**config.mk**
```make
export PLATFORM = sky130hd
export DESIGN_NAME = aux_retry_ctrl
export DESIGN_NICKNAME = d
export VERILOG_FILES = /design/src/rtl/aux_retry_pkg.sv /design/src/rtl/aux_outcome_class.sv /design/src/rtl/aux_try_counter.sv /design/src/rtl/aux_defer_timer.sv /design/src/rtl/aux_retry_ctrl.sv
export SDC_FILE = /design/constraint.sdc
export NUM_CORES = 1
export LEC_CHECK = 0
export ABC_AREA = 1
export BUFFER_PORTS_ARGS = -buffer_cell sky130_fd_sc_hd__buf_2
export CELL_PAD_IN_SITES_DETAIL_PLACEMENT = 1
export CELL_PAD_IN_SITES_GLOBAL_PLACEMENT = 2
export CORE_MARGIN = 2
export CORE_UTILIZATION = 29
export DETAILED_ROUTE_END_ITERATION = 10
export HOLD_SLACK_MARGIN = 0.15
export PLACE_DENSITY_LB_ADDON = 0.1
export SYNTH_ARGS = -nofsm -noshare
export SYNTH_HDL_FRONTEND = slang
export SYNTH_HIERARCHICAL = 1
export SYNTH_SLANG_ARGS = --single-unit
```
**constraint.sdc**
```tcl
create_clock -name clk -period 4.6 [get_ports clk]
set_input_delay 0.23 -clock clk [delete_from_list [all_inputs] [get_ports clk]]
set_output_delay 0.23 -clock clk [all_outputs]
set_load 0.005 [all_outputs]
```
**src/rtl/aux_retry_pkg.sv**
```systemverilog
package aux_retry_pkg;

  typedef enum logic [1:0] {
    ST_OK    = 2'd0,
    ST_PROTO = 2'd1,
    ST_IO    = 2'd2,
    ST_ENG   = 2'd3
  } cpl_status_e;

  typedef enum logic [1:0] {
    RP_ACK   = 2'd0,
    RP_NACK  = 2'd1,
    RP_DEFER = 2'd2,
    RP_RSVD  = 2'd3
  } reply_e;

  typedef enum logic [1:0] {
    S_IDLE,
    S_ISSUE,
    S_WAIT,
    S_PAUSE
  } state_e;

  typedef struct packed {
    logic        retry;   // attempt again
    logic        pause;   // wait the defer interval first
    cpl_status_e status;  // final status when not retrying
  } outcome_t;

  // Sort one engine answer. Busy outranks everything, then hard failure.
  function automatic outcome_t judge(input logic busy, input logic fail,
                                     input logic [1:0] reply, input logic short_ack);
    outcome_t o;
    o = '{retry: 1'b0, pause: 1'b0, status: ST_IO};
    if (busy) begin
      o.retry = 1'b1;
    end else if (fail) begin
      o.status = ST_ENG;
    end else begin
      case (reply)
        RP_ACK:   o.status = short_ack ? ST_PROTO : ST_OK;
        RP_DEFER: begin o.retry = 1'b1; o.pause = 1'b1; end
        default:  o.status = ST_IO;
      endcase
    end
    return o;
  endfunction

endpackage

```
**src/rtl/aux_outcome_class.sv**
```systemverilog
module aux_outcome_class
  import aux_retry_pkg::*;
#(
  parameter int LEN_W = 5
) (
  input  logic             eng_busy,
  input  logic             eng_fail,
  input  logic [1:0]       eng_reply,
  input  logic [LEN_W-1:0] eng_count,
  input  logic [LEN_W-1:0] want_size,
  output outcome_t         outcome
);
  logic short_ack;
  assign short_ack = (eng_count < want_size);
  assign outcome   = judge(eng_busy, eng_fail, eng_reply, short_ack);
endmodule

```
**src/rtl/aux_try_counter.sv**
```systemverilog
module aux_try_counter #(
  parameter int MAX_TRIES = 32,
  localparam int TRY_W    = $clog2(MAX_TRIES + 1)
) (
  input  logic             clk,
  input  logic             rst_n,
  input  logic             clear,
  input  logic             bump,
  output logic [TRY_W-1:0] tries,
  output logic             exhausted
);
  always_ff @(posedge clk) begin
    if (!rst_n || clear) tries <= '0;
    else if (bump && tries < TRY_W'(MAX_TRIES)) tries <= tries + 1'b1;
  end
  assign exhausted = (tries >= TRY_W'(MAX_TRIES));
endmodule

```
**src/rtl/aux_defer_timer.sv**
```systemverilog
module aux_defer_timer #(
  parameter int DEFER_CYCLES = 64,
  localparam int TMR_W       = $clog2(DEFER_CYCLES + 1)
) (
  input  logic clk,
  input  logic rst_n,
  input  logic load,
  input  logic run,
  output logic expired
);
  logic [TMR_W-1:0] left;
  always_ff @(posedge clk) begin
    if (!rst_n) left <= '0;
    else if (load) left <= TMR_W'(DEFER_CYCLES);
    else if (run && left != '0) left <= left - 1'b1;
  end
  assign expired = run && (left == TMR_W'(1));
endmodule

```
**src/rtl/aux_retry_ctrl.sv**
```systemverilog
module aux_retry_ctrl
  import aux_retry_pkg::*;
#(
  parameter int ADDR_W       = 20,
  parameter int LEN_W        = 5,
  parameter int ERR_W        = 4,
  parameter int MAX_TRIES    = 32,
  parameter int DEFER_CYCLES = 64,
  localparam int TRY_W       = $clog2(MAX_TRIES + 1)
) (
  input  logic              clk,
  input  logic              rst_n,
  input  logic              req_start,
  input  logic              req_read,
  input  logic [ADDR_W-1:0] req_addr,
  input  logic [LEN_W-1:0]  req_size,
  output logic              req_busy,
  output logic              eng_go,
  output logic              eng_read,
  output logic [ADDR_W-1:0] eng_addr,
  output logic [LEN_W-1:0]  eng_size,
  input  logic              eng_done,
  input  logic              eng_busy,
  input  logic              eng_fail,
  input  logic [ERR_W-1:0]  eng_fail_code,
  input  logic [1:0]        eng_reply,
  input  logic [LEN_W-1:0]  eng_count,
  output logic              cpl_valid,
  output logic [1:0]        cpl_status,
  output logic [LEN_W-1:0]  cpl_count,
  output logic [ERR_W-1:0]  cpl_code
);
  state_e state;

  // named internal events
  logic             accept, resolve, in_defer, finish, start_pause;
  logic             exhausted, defer_expired;
  logic [TRY_W-1:0] tries;
  outcome_t         outcome;
  cpl_status_e      fin_status;

  assign accept      = req_start && (state == S_IDLE);
  assign eng_go      = (state == S_ISSUE);
  assign resolve     = (state == S_WAIT) && eng_done;
  assign in_defer    = (state == S_PAUSE);
  assign finish      = resolve && (!outcome.retry || exhausted);
  assign start_pause = resolve && outcome.retry && outcome.pause && !exhausted;
  assign fin_status  = outcome.retry ? ST_IO : outcome.status;
  assign req_busy    = (state != S_IDLE);

  aux_outcome_class #(.LEN_W(LEN_W)) u_class (
    .eng_busy (eng_busy),
    .eng_fail (eng_fail),
    .eng_reply(eng_reply),
    .eng_count(eng_count),
    .want_size(eng_size),
    .outcome  (outcome)
  );

  aux_try_counter #(.MAX_TRIES(MAX_TRIES)) u_tries (
    .clk      (clk),
    .rst_n    (rst_n),
    .clear    (accept),
    .bump     (eng_go),
    .tries    (tries),
    .exhausted(exhausted)
  );

  aux_defer_timer #(.DEFER_CYCLES(DEFER_CYCLES)) u_timer (
    .clk    (clk),
    .rst_n  (rst_n),
    .load   (start_pause),
    .run    (in_defer),
    .expired(defer_expired)
  );

  // request latch
  always_ff @(posedge clk) begin
    if (!rst_n) begin
      eng_read <= 1'b0;
      eng_addr <= '0;
      eng_size <= '0;
    end else if (accept) begin
      eng_read <= req_read;
      eng_addr <= req_addr;
      eng_size <= req_size;
    end
  end

  // sequencing
  always_ff @(posedge clk) begin
    if (!rst_n) begin
      state <= S_IDLE;
    end else begin
      case (state)
        S_IDLE:  if (accept) state <= S_ISSUE;
        S_ISSUE: state <= S_WAIT;
        S_WAIT: begin
          if (eng_done) begin
            if (finish)           state <= S_IDLE;
            else if (start_pause) state <= S_PAUSE;
            else                  state <= S_ISSUE;
          end
        end
        S_PAUSE: if (defer_expired) state <= S_ISSUE;
        default: state <= S_IDLE;
      endcase
    end
  end

  // completion register
  always_ff @(posedge clk) begin
    if (!rst_n) begin
      cpl_valid  <= 1'b0;
      cpl_status <= ST_OK;
      cpl_count  <= '0;
      cpl_code   <= '0;
    end else begin
      cpl_valid <= finish;
      if (finish) begin
        cpl_status <= fin_status;
        cpl_count  <= (fin_status == ST_OK || fin_status == ST_PROTO) ? eng_count : '0;
        cpl_code   <= (fin_status == ST_ENG) ? eng_fail_code : '0;
      end
    end
  end

endmodule

```
**Word-level counts from Yosys, hierarchy flattened**

Cells that the tools add are included.
Widths: inputs -> output; s select.

- Logic and storage cells: 68
- Register bits: 53

- $lt $le $gt $ge: 3
- Equality and inequality tests: 10
- Reductions and logical operators: 23
- Add/subtract/negate cells: 2
- Bitwise operators: 1
- Muxes and demuxes: 18

Operators with widths:

| operator | number |
|---|---|
| $mux 2 | 10 |
| $mux 7 | 2 |
| $logic_and 1x1->1 | 9 |
| $eq 2x2->1 const B | 4 |
| $pmux 2 s4 | 1 |
| $eq 7x1->1 const B | 1 |
| $reduce_bool 7->1 | 1 |
| $sub 7x1->7 const B | 1 |
| $add 6x1->6 const B | 1 |
| $ge 6x6->1 const B | 1 |
| $logic_not 2->1 | 3 |
| $lt 6x6->1 const B | 1 |
| $lt 5x5->1 | 1 |
| $mux 5 | 1 |
| $eq 2x1->1 const B | 2 |
| $mux 4 | 1 |
| $ne 2x2->1 const B | 2 |
| $reduce_bool 2->1 | 2 |
| $logic_not 1->1 | 3 |
| $logic_or 1x1->1 | 3 |
| $mux 3 | 1 |
| $reduce_and 3->1 | 1 |
| $mux 1 | 2 |
| $ne 2x1->1 const B | 1 |
| 2 further kinds | 2 |

**Depth between registers and ports, before layout**

Gate-level depths: netlist of the first run.

- Word-level depth: 11
- Depth in mapped cells: 13
- Gate-level depth less buffers: 13

**Modules after synthesis**

Netlist of the first run, hierarchy kept.

Modules (own cells, without submodules):

| module | cells an instance | area each (um2) | times used | sequential area each (um2) |
|---|---|---|---|---|
| aux_retry_ctrl | 202 | 1622.8 | 1 | 800.8 |
| aux_defer_timer | 66 | 436.7 | 1 | 140.1 |
| aux_try_counter | 43 | 310.3 | 1 | 120.1 |
| aux_outcome_class | 31 | 166.4 | 1 | 0.0 |

**Worst setup path after synthesis of the first run**

Ideal clock, no wire load.

- Path kind: register to register
- Start: reg eng_size[2]
- End: reg cpl_code[0]
- Buffers on the path: 0
- Path slack: 3.038 ns
- Arrival time: 1.496 ns
- Stages on the path, launching flop included: 14
- Clock period less this slack: 1.562 ns
- Library setup time: 0.066 ns
- Cell sequence: dfxtp_1 inv_1 ha_1 nand2_1 inv_1 nand2_1 nand2_1 nand2_1 nand2_1 a21oi_2 nand2_1 nor2_1 nand3_1 a21oi_2

RTL lines:

| element | RTL line | text |
|---|---|---|
| start: declaration | aux_retry_ctrl.sv:21 | `output logic [LEN_W-1:0] eng_size,` |
| start signal: assignment | aux_retry_ctrl.sv:86 | `eng_size <= req_size;` |
| end signal: assignment | aux_retry_ctrl.sv:123 | `cpl_code <= (fin_status == ST_ENG) ? eng_fail_code : '0;` |
| end: declaration | aux_retry_ctrl.sv:31 | `output logic [ERR_W-1:0] cpl_code` |

**Worst setup path after layout of the first run**

- Start: reg state[0]
- End: reg u_tries.tries[1]

- Word-level cells in the longest chain between the ends: 3

Ends and longest elaborated chain:

| element | RTL line | text |
|---|---|---|
| start: declaration | aux_retry_ctrl.sv:33 | `state_e state;` |
| start signal: assignment | aux_retry_ctrl.sv:93 | `state <= S_IDLE;` |
| start signal: assignment | aux_retry_ctrl.sv:96 | `S_IDLE: if (accept) state <= S_ISSUE;` |
| start signal: assignment | aux_retry_ctrl.sv:97 | `S_ISSUE: state <= S_WAIT;` |
| $logic_not 2->1 | aux_retry_ctrl.sv:42 | `assign accept = req_start && (state == S_IDLE);` |
| $logic_and 1x1->1 | aux_retry_ctrl.sv:42 |  |
| $logic_or 1x1->1 | aux_try_counter.sv:13 | `if (!rst_n \|\| clear) tries <= '0;` |
| end signal: assignment | aux_try_counter.sv:14 | `else if (bump && tries < TRY_W'(MAX_TRIES)) tries <= tries + 1'b1;` |
| end: declaration | aux_try_counter.sv:9 | `output logic [TRY_W-1:0] tries,` |

Several ways; a longest one is shown, not always the timed one.
A chain may end at the register's enable or synchronous reset.

==> reports/results.tsv, run 1 <==
stage	metric	value	unit
cts	clockBufferDepth	2	
global_route	grt_pass1_vias	2330	
die	die_y	97.5	um
min_path	min_path_type	in2reg	
cts	cts_buffers	5	
timing	finalHoldViolCount	0	
timing	fin_setup_tns	0	ns
cts	clk_pin_slew_worst_paths	0.10	ns
pwr	irDropWorstVdd	139	uV
pwr	power_switching	0.000486	W
pwr	seqPwrFrac	44.8	%
route	post_drt_wl_per_cell	11.9	um
cts	post_cts_resized	0	
synth	synth_seq_cells	53	
setup_path	cp_num_buf_inv	2	
placed_design	dpl.hpwl	4.80	mm
global_route	antenna_found_initial	0	
timing	drv_slew	0	
synth	synth_area_per_cell	7.42	um^2
layout	fin_area	0.00310	mm^2
timing	fin_hold_ws	0.163	ns
setup_path	crit_slowest_cell	clkinv_2	
route	first_iter_violations	24	
setup_path	cp.required	4.84	ns
placed_design	globalplace.congestion	0.745	
setup_path	cp_cell_sequence	inv_1 > ha_1 > nand2_2 > clkinv_2 > nor2_2 > o21ai_1 > a21oi_1	
timing	setup_viol	0	
timing	final.period_utilization	47.0	%
pwr	p_comb_share	34.4	%
pwr	switching_share	36.6	%
placed_design	dp.cells	522	
global_route	grt_pass1_wl	10.6	mm
cts	cts_max_level	2	
layout	drive_gt1_share	31.4	%
cts	ctsHoldBuffers	0	
cts	cts_tree	built	
layout	stdcell_count	529	
die	die-width	97.5	um
global_route	overflow	0	
global_route	grt_max_degree	32	
die	rows	34	
layout	fillers	1111	
synth	syn_nets	397	
die	dieArea	0.00951	mm^2
route	via_count	2323	
pwr	power_frac_clock	20.7	%
run_status	outcome	finished, final reports clean	
pwr	power_density	428	mW/mm^2
synth	syn_inst	342	
setup_path	worstPathMaxFanout	27	
cts	clock_sinks	53	
setup_path	endpoint_kind	flop	
route	drc_errors	0	
route	drt-total-wl	6.31	mm
route	ant_nets	0	
timing	rsz0062_at_grt	false	
timing	worstMarginPinSlew	0.572	ns
synth	synth_area	0.00254	mm^2
setup_path	worstSetupPathType	reg2reg	
setup_path	crit_family	simple AND/OR/NAND/NOR gates	
setup_path	arrival	2.41	ns
timing	clock_skew	0.00785	ns
die	core_region_area	0.00859	mm^2
timing	fin_crit	2.16	ns
cts	clock_latency	0.30	ns
die	ioPinCount	83	
timing	maxSlewHeadroom	61.8	%
setup_path	cp-start-kind	flop	
pwr	p_total	0.00133	W
setup_path	cpPeakStageDelay	0.45	ns
cts	post_cts.repair.setup_buffers	0	
route	first_pass_iters	4	
die	start_util	29.5	%
synth	ys_types	27	
timing	clock.fmax	462	MHz
pwr	power_leakage	1.48	nW
layout	antenna_cells	0	
pwr	p_int	0.000843	W
route	viasPerCell	4.39	
run	drv_cap	0	
synth	ys_warn_count	6	
placed_design	postPlaceCellArea	0.00301	mm^2
global_route	track_usage	13.5	%
layout	nets	476	
cts	root_buffer	clkbuf_8	
synth	ys_seq_area_share	41.8	%
placed_design	io_buffers	82	
layout	area_delta_synth_final	22.3	%
worst paths after layout:
kind              slack, ns                to   startpoint  depth (start not counted)
setup / recovery       2.44  u_tries/tries[1]     state[0]                          7
hold / removal         0.16       eng_addr[3]  req_addr[3]                          3
setup reg to reg       2.44  u_tries/tries[1]     state[0]                          7
hold reg to reg        0.48       cpl_code[1]  cpl_code[1]                          2
Yosys cell counts:
library cell	n	area (um^2)
nand3b_1	1	7.51
ha_1	12	150
a21oi_2	11	96.3
buf_4	4	30.0
nand2_2	16	100
xor2_1	1	8.76
nand3_2	1	10.0
dfxtp_1	53	1060
nand4_1	4	25.0
o21bai_1	1	7.51
nor2_2	5	31.3
o21ai_1	4	20.0
nand2_1	47	176
inv_2	2	7.51
inv_1	41	154
a21oi_1	12	60.1
clkinv_1	1	3.75
nor2_1	72	270
clkinv_2	2	10.0
nand2_4	3	33.8
o21ai_0	28	140
nor2_4	1	11.3
clkbuf_1	5	18.8
inv_4	1	6.26
nand3_1	12	60.1
nor3_4	1	16.3
buf_12	1	20.0
worst register-to-register path: cells and delay by family, from the launching register on:
family,cells,cell delay [ns]
simple gates,2,0.71
buf+inv,2,0.55
flops,1,0.38
fa+ha+maj,1,0.25
compound gates,2,0.22
state kept, by name, indices dropped and copies added (netlist names):
signal,cells
eng_addr,20
u_timer/left,7
u_tries/tries,6
cpl_count,5
eng_size,5
cpl_code,4
cpl_status,2
state,2
cpl_valid,1
eng_read,1
logic make-up after synthesis:
family	synth area share, %
AND/OR/NAND/NOR	29.3
buffers and inverters	9.87
AO/OA/AOI/OAI	12.8
flip-flops	41.8
adder cells (fa/ha/maj)	5.92
XOR/XNOR	0.345
placed cells by master, fill, tap and decap left out, types with 2 or more instances in the layout:
master / Yosys / routed
inv_1: 41 / 41
nor2_2: 5 / 5
nor2_1: 72 / 72
nand4_1: 4 / 4
nand2_4: 3 / 3
nand2_2: 16 / 16
o21ai_1: 4 / 4
clkbuf_8: 0 / 6
buf_2: 0 / 82
inv_2: 2 / 2
nand2_1: 47 / 47
a21oi_2: 11 / 11
nand3_1: 12 / 12
a21oi_1: 12 / 12
dfxtp_1: 53 / 53
ha_1: 12 / 12
o21ai_0: 28 / 28
clkinv_2: 2 / 2
area by class of cell:
cell class | instances | area, um^2 | area share [%]
tap | 108 | 135 | 4.35
clock buffer | 6 | 82.6 | 2.66
clock inverter | 1 | 7.51 | 0.242
timing repair buffer | 82 | 410 | 13.2
sequential | 53 | 1060 | 34.2
inverter | 47 | 181 | 5.85
multi-input combinational | 232 | 1220 | 39.5
metal layers:
metal / share of wire, % / track usage (%)
met1: 45 / 16.3
met4: 0.76 / 3.53
met3: 8.6 / 5.68
met5: 0 / 0
met2: 46 / 22.1
power groups by stage:
| stage | combinational, W | clock (W) | sequential, W |
|---|---|---|---|
| floorplan | 0.000300 | 0 | 0.000607 |
| CTS | 0.000473 | 0.000293 | 0.000597 |
| finish | 0.000457 | 0.000275 | 0.000596 |
| detailed placement | 0.000469 | 0 | 0.000607 |
| global route | 0.000531 | 0.000308 | 0.000608 |
| global placement | 0.000462 | 0 | 0.000605 |
stage by stage:
step	setup WS, ns	utilization (%)
final	2.44	36.1
after global routing	2.17	36.1
after CTS	2.33	36.1
after detailed placement	2.37	35.1
after global placement	2.43	35.1
after floorplan	3.04	-
Power figures use the tool's default switching activity.
==> inputs of run 2 (changes only) <==
--- a/config.mk
+++ b/config.mk
@@ -5,12 +5,12 @@
 export SDC_FILE = /design/constraint.sdc
 export NUM_CORES = 1
 export LEC_CHECK = 0
-export ABC_AREA = 1
+export ABC_AREA = 0
 export BUFFER_PORTS_ARGS = -buffer_cell sky130_fd_sc_hd__buf_2
 export CELL_PAD_IN_SITES_DETAIL_PLACEMENT = 1
 export CELL_PAD_IN_SITES_GLOBAL_PLACEMENT = 2
 export CORE_MARGIN = 2
-export CORE_UTILIZATION = 29
+export CORE_UTILIZATION = 28
 export DETAILED_ROUTE_END_ITERATION = 10
 export HOLD_SLACK_MARGIN = 0.15
 export PLACE_DENSITY_LB_ADDON = 0.1
==> constraint.sdc (replaced) <==
create_clock -name clk -period 2.1 [get_ports clk]
set_input_delay 0.105 -clock clk [delete_from_list [all_inputs] [get_ports clk]]
set_output_delay 0.105 -clock clk [all_outputs]
set_load 0.005 [all_outputs]
==> run 2 against run 1 <==
  * Clock-buffer cell count increased by 1
  * Via count increased by 0.77%
  * Sequential power increased by 81%
  * Register-to-register slack got worse by 2.4 ns
  * Synthesized cell count decreased by 17%
  * Clock skew increased by 0.0035 ns
  * Sequential share of layout area decreased by 3.5 points
  * Final cell count decreased by 3.0%
  * Critical path type is now in2reg
  * Largest power group unchanged
==> reports/results.tsv, run 2 <==
stage	metric	value	unit	change
min_path	min_path_type	in2reg		
setup_path	arrival	2.26	ns	-0.15 ns
layout	drive_gt1_share	30.1	%	-1.2 points
global_route	grt-busiest-layer	met2		
cts	clk_pin_slew_worst_paths	0.10	ns	about the same
timing	rsz0062_at_grt	true		
synth	ys_types	50		+85%
timing	drv_slew	0		unchanged
pwr	p_total	0.00214	W	+61%
layout	final_core_util	42.0	%	+5.9 points
cts	clockBufferDepth	2		unchanged
pwr	irDropWorstVdd	305	uV	+120%
route	first_pass_iters	4		unchanged
layout	largest_register_ff_count	20		unchanged
layout	largest_registers	eng_addr x20, u_timer/left x7, u_tries/tries x6		
global_route	overflow	0		unchanged
route	first_iter_violations	60		+150%
timing	fin_setup_tns	0	ns	unchanged
placed_design	post-place-ws	-0.0835	ns	-2.46 ns
die	start_util	29.0	%	-0.53 points
layout	area_delta_synth_final	44.8	%	
die	ioPinCount	83		unchanged
setup_path	cp_num_buf_inv	3		+1
synth	synth_flop_cell	dfxtp_1		
synth	synth_top_area_share	44.3	%	+2.5 points
timing	maxSlewHeadroom	65.3	%	+3.5 points
route	via_count	2341		+0.77%
synth	synth_most_common_cell	nand2_1		
timing	final.period_utilization	96.2	%	
route	drt-total-wl	6.69	mm	+6.0%
setup_path	crit_family	buffers and inverters		
synth	synth_area	0.00239	mm^2	-5.6%
die	die-width	96.5	um	-1.1%
route	post_drt_wl_per_cell	13.0	um	+9.3%
die	core_region_area	0.00826	mm^2	-3.9%
setup_path	cp_cell_sequence	dlygate4sd3_1 > buf_2 > ha_2 > a2111oi_4 > nor2_1 > a311oi_2 > inv_1 > nor4_4 > a22oi_1 > nor2_1		
global_route	track_usage	14.6	%	+1.1 points
setup_path	endpoint_kind	flop		
synth	yosys.area.top_type	dfxtp_1		
setup_path	worstPathMaxFanout	4		-85%
global_route	grt_max_degree	35		+9.4%
pwr	power_leakage	1.56	nW	+5.6%
cts	clock_sinks	53		unchanged
placed_design	dpl.hpwl	4.74	mm	-1.3%
run	drv_cap	0		unchanged
synth	ys_seq_area_share	44.3	%	+2.5 points
layout	layout_common_cells	buf_2 (82), nand2_1 (65), dfxtp_1 (52)		
synth	synth.top_cells.by_count	nand2_1 (65), dfxtp_1 (53), a21oi_1 (31), inv_1 (20), nor2_1 (19)		
timing	finalWorstSetupSlack	0.0798	ns	-2.36 ns
synth	synthTopCellsByArea	dfxtp_1 (44%), nand2_1 (10%), a21oi_1 (6.5%), ha_1 (6.3%), a22oi_1 (3.1%)		
die	rows	33		-2.9%
setup_path	cp-start-kind	input port		
route	viasPerCell	4.56		+3.9%
synth	synth_seq_cells	53		unchanged
layout	fillers	1008		-9.3%
setup_path	critPathMostFrequentCell	nor2_1		
layout	nets	462		-2.9%
cts	cts_max_level	2		unchanged
synth	synthArstFlopShare	0	%	unchanged
setup_path	crit_slowest_cell	dlygate4sd3_1		
route	ant_nets	0		unchanged
synth	synth_area_per_cell	8.46	um^2	+14%
run_status	outcome	finished, final reports clean		
setup_path	cpPeakStageDelay	0.53	ns	+0.08 ns
global_route	grt_util_met1	17.4	%	+1.1 points
setup_path	cp.required	2.34	ns	-2.50 ns
timing	fin_hold_ws	0.205	ns	+0.0419 ns
pwr	power_density	618	mW/mm^2	+44%
global_route	antenna_found_initial	0		unchanged
cts	root_buffer	clkbuf_8		
global_route	met3_usage	4.03	%	-1.6 points
timing	finalHoldViolCount	0		unchanged
timing	worstMarginPinSlew	0.517	ns	-0.0552 ns
layout	regArea	0.00106	mm^2	+0.12%
route	drc_errors	0		unchanged
layout	regMostFlops	eng_addr		
placed_design	io_buffers	82		unchanged
timing	setup_viol	0		unchanged
cts	clock_latency	0.31	ns	about the same
synth	syn_nets	338		-15%
global_route	grt_pass1_wl	10.7	mm	+0.45%
layout	layout_commonest_cell	buf_2		
global_route	grt_pass1_vias	2291		-1.7%
timing	clock_skew	0.0114	ns	+0.00354 ns
die	die_y	96.5	um	-1.1%
synth	ys_warn_count	6		unchanged
global_route	use_met2	25.8	%	+3.6 points
placed_design	globalplace.congestion	0.751		+0.77%
synth	synth_edf_count	0		unchanged
layout	antenna_cells	0		unchanged
setup_path	worstSetupPathType	in2reg		
cts	cts_buffers	5		unchanged
cts	cts_tree	built		
timing	fin_crit	2.02	ns	
synth	syn_inst	283		-17%
timing	clock.fmax	495	MHz	
die	dieArea	0.00930	mm^2	-2.2%
layout	multi_input_area	0.00123	mm^2	+0.82%
[run 2: cell type report]
cell class,instances,share of cell area [%]
Clock buffer,7,2.78
Sequential cell,53,30.6
Clock inverter,1,0.253
Timing Repair Buffer,129,24.6
Multi-Input combinational cell,197,35.6
Inverter,21,2.27
Tap cell,105,3.79
[run 2: worst register-to-register path: stages, from the launching register on]
cell,delay [ns]
dfxtp_2,0.35
inv_2,0.04
ha_4,0.22
a2111oi_4,0.35
nor2_1,0.09
a311oi_2,0.25
inv_1,0.11
nor4_4,0.34
a22oi_1,0.11
nor2_1,0.11
[run 2: what timing repair did]
action / in CTS / in global routing
resized for setup: 2 / 8
pin swaps: 1 / 8
buffers inserted: 0 / 2
hold buffers: 36 / 0
hold endpoints to repair: 36 / 0
endpoints found under the setup margin: 4 / 4
[run 2: logic make-up (layout without fill, tap and decap cells)]
group / count (synthesis) / after routing / synth area share, %
mux: 3 / 3 / 1.25
compound gates: 63 / 63 / 17.7
flops: 53 / 53 / 44.3
simple gates: 117 / 117 / 23.5
buf+inv: 33 / 158 / 6.17
xor+xnor: 2 / 2 / 0.732
fa+ha+maj: 12 / 12 / 6.27
[run 2: power by group]
group          internal, W  leakage (nW)  switching [W]
Sequential         0.00105         0.432      0.0000281
Combinational     0.000199          1.07       0.000207
Clock             0.000306        0.0549       0.000350
[run 2: per-layer routing]
metal	part of all wire [%]	up-vias	wire (um)
li1	-	1189	-
met1	44	1098	2940
met2	50	50	3320
met3	5.2	4	345
met4	1.2	0	77
met5	0	-	0
[run 2: path summary, 6_finish.rpt]
check,startpoint,end,slack [ns],depth (start not counted)
min,eng_done,state[1],0.20,3
max,eng_count[3],cpl_code[1],0.08,10
min reg2reg,eng_addr[4],eng_addr[4],0.46,2
max reg2reg,eng_size[4],cpl_code[1],0.08,9
[run 2: stage by stage]
stage / instance area (um^2) / std cells
2_1_floorplan: 2390 / 283
3_5_place_dp: 2930 / 467
4_1_cts: 3410 / 511
3_3_place_gp: 2930 / 467
6_report: 3470 / 513
5_1_grt: 3470 / 513
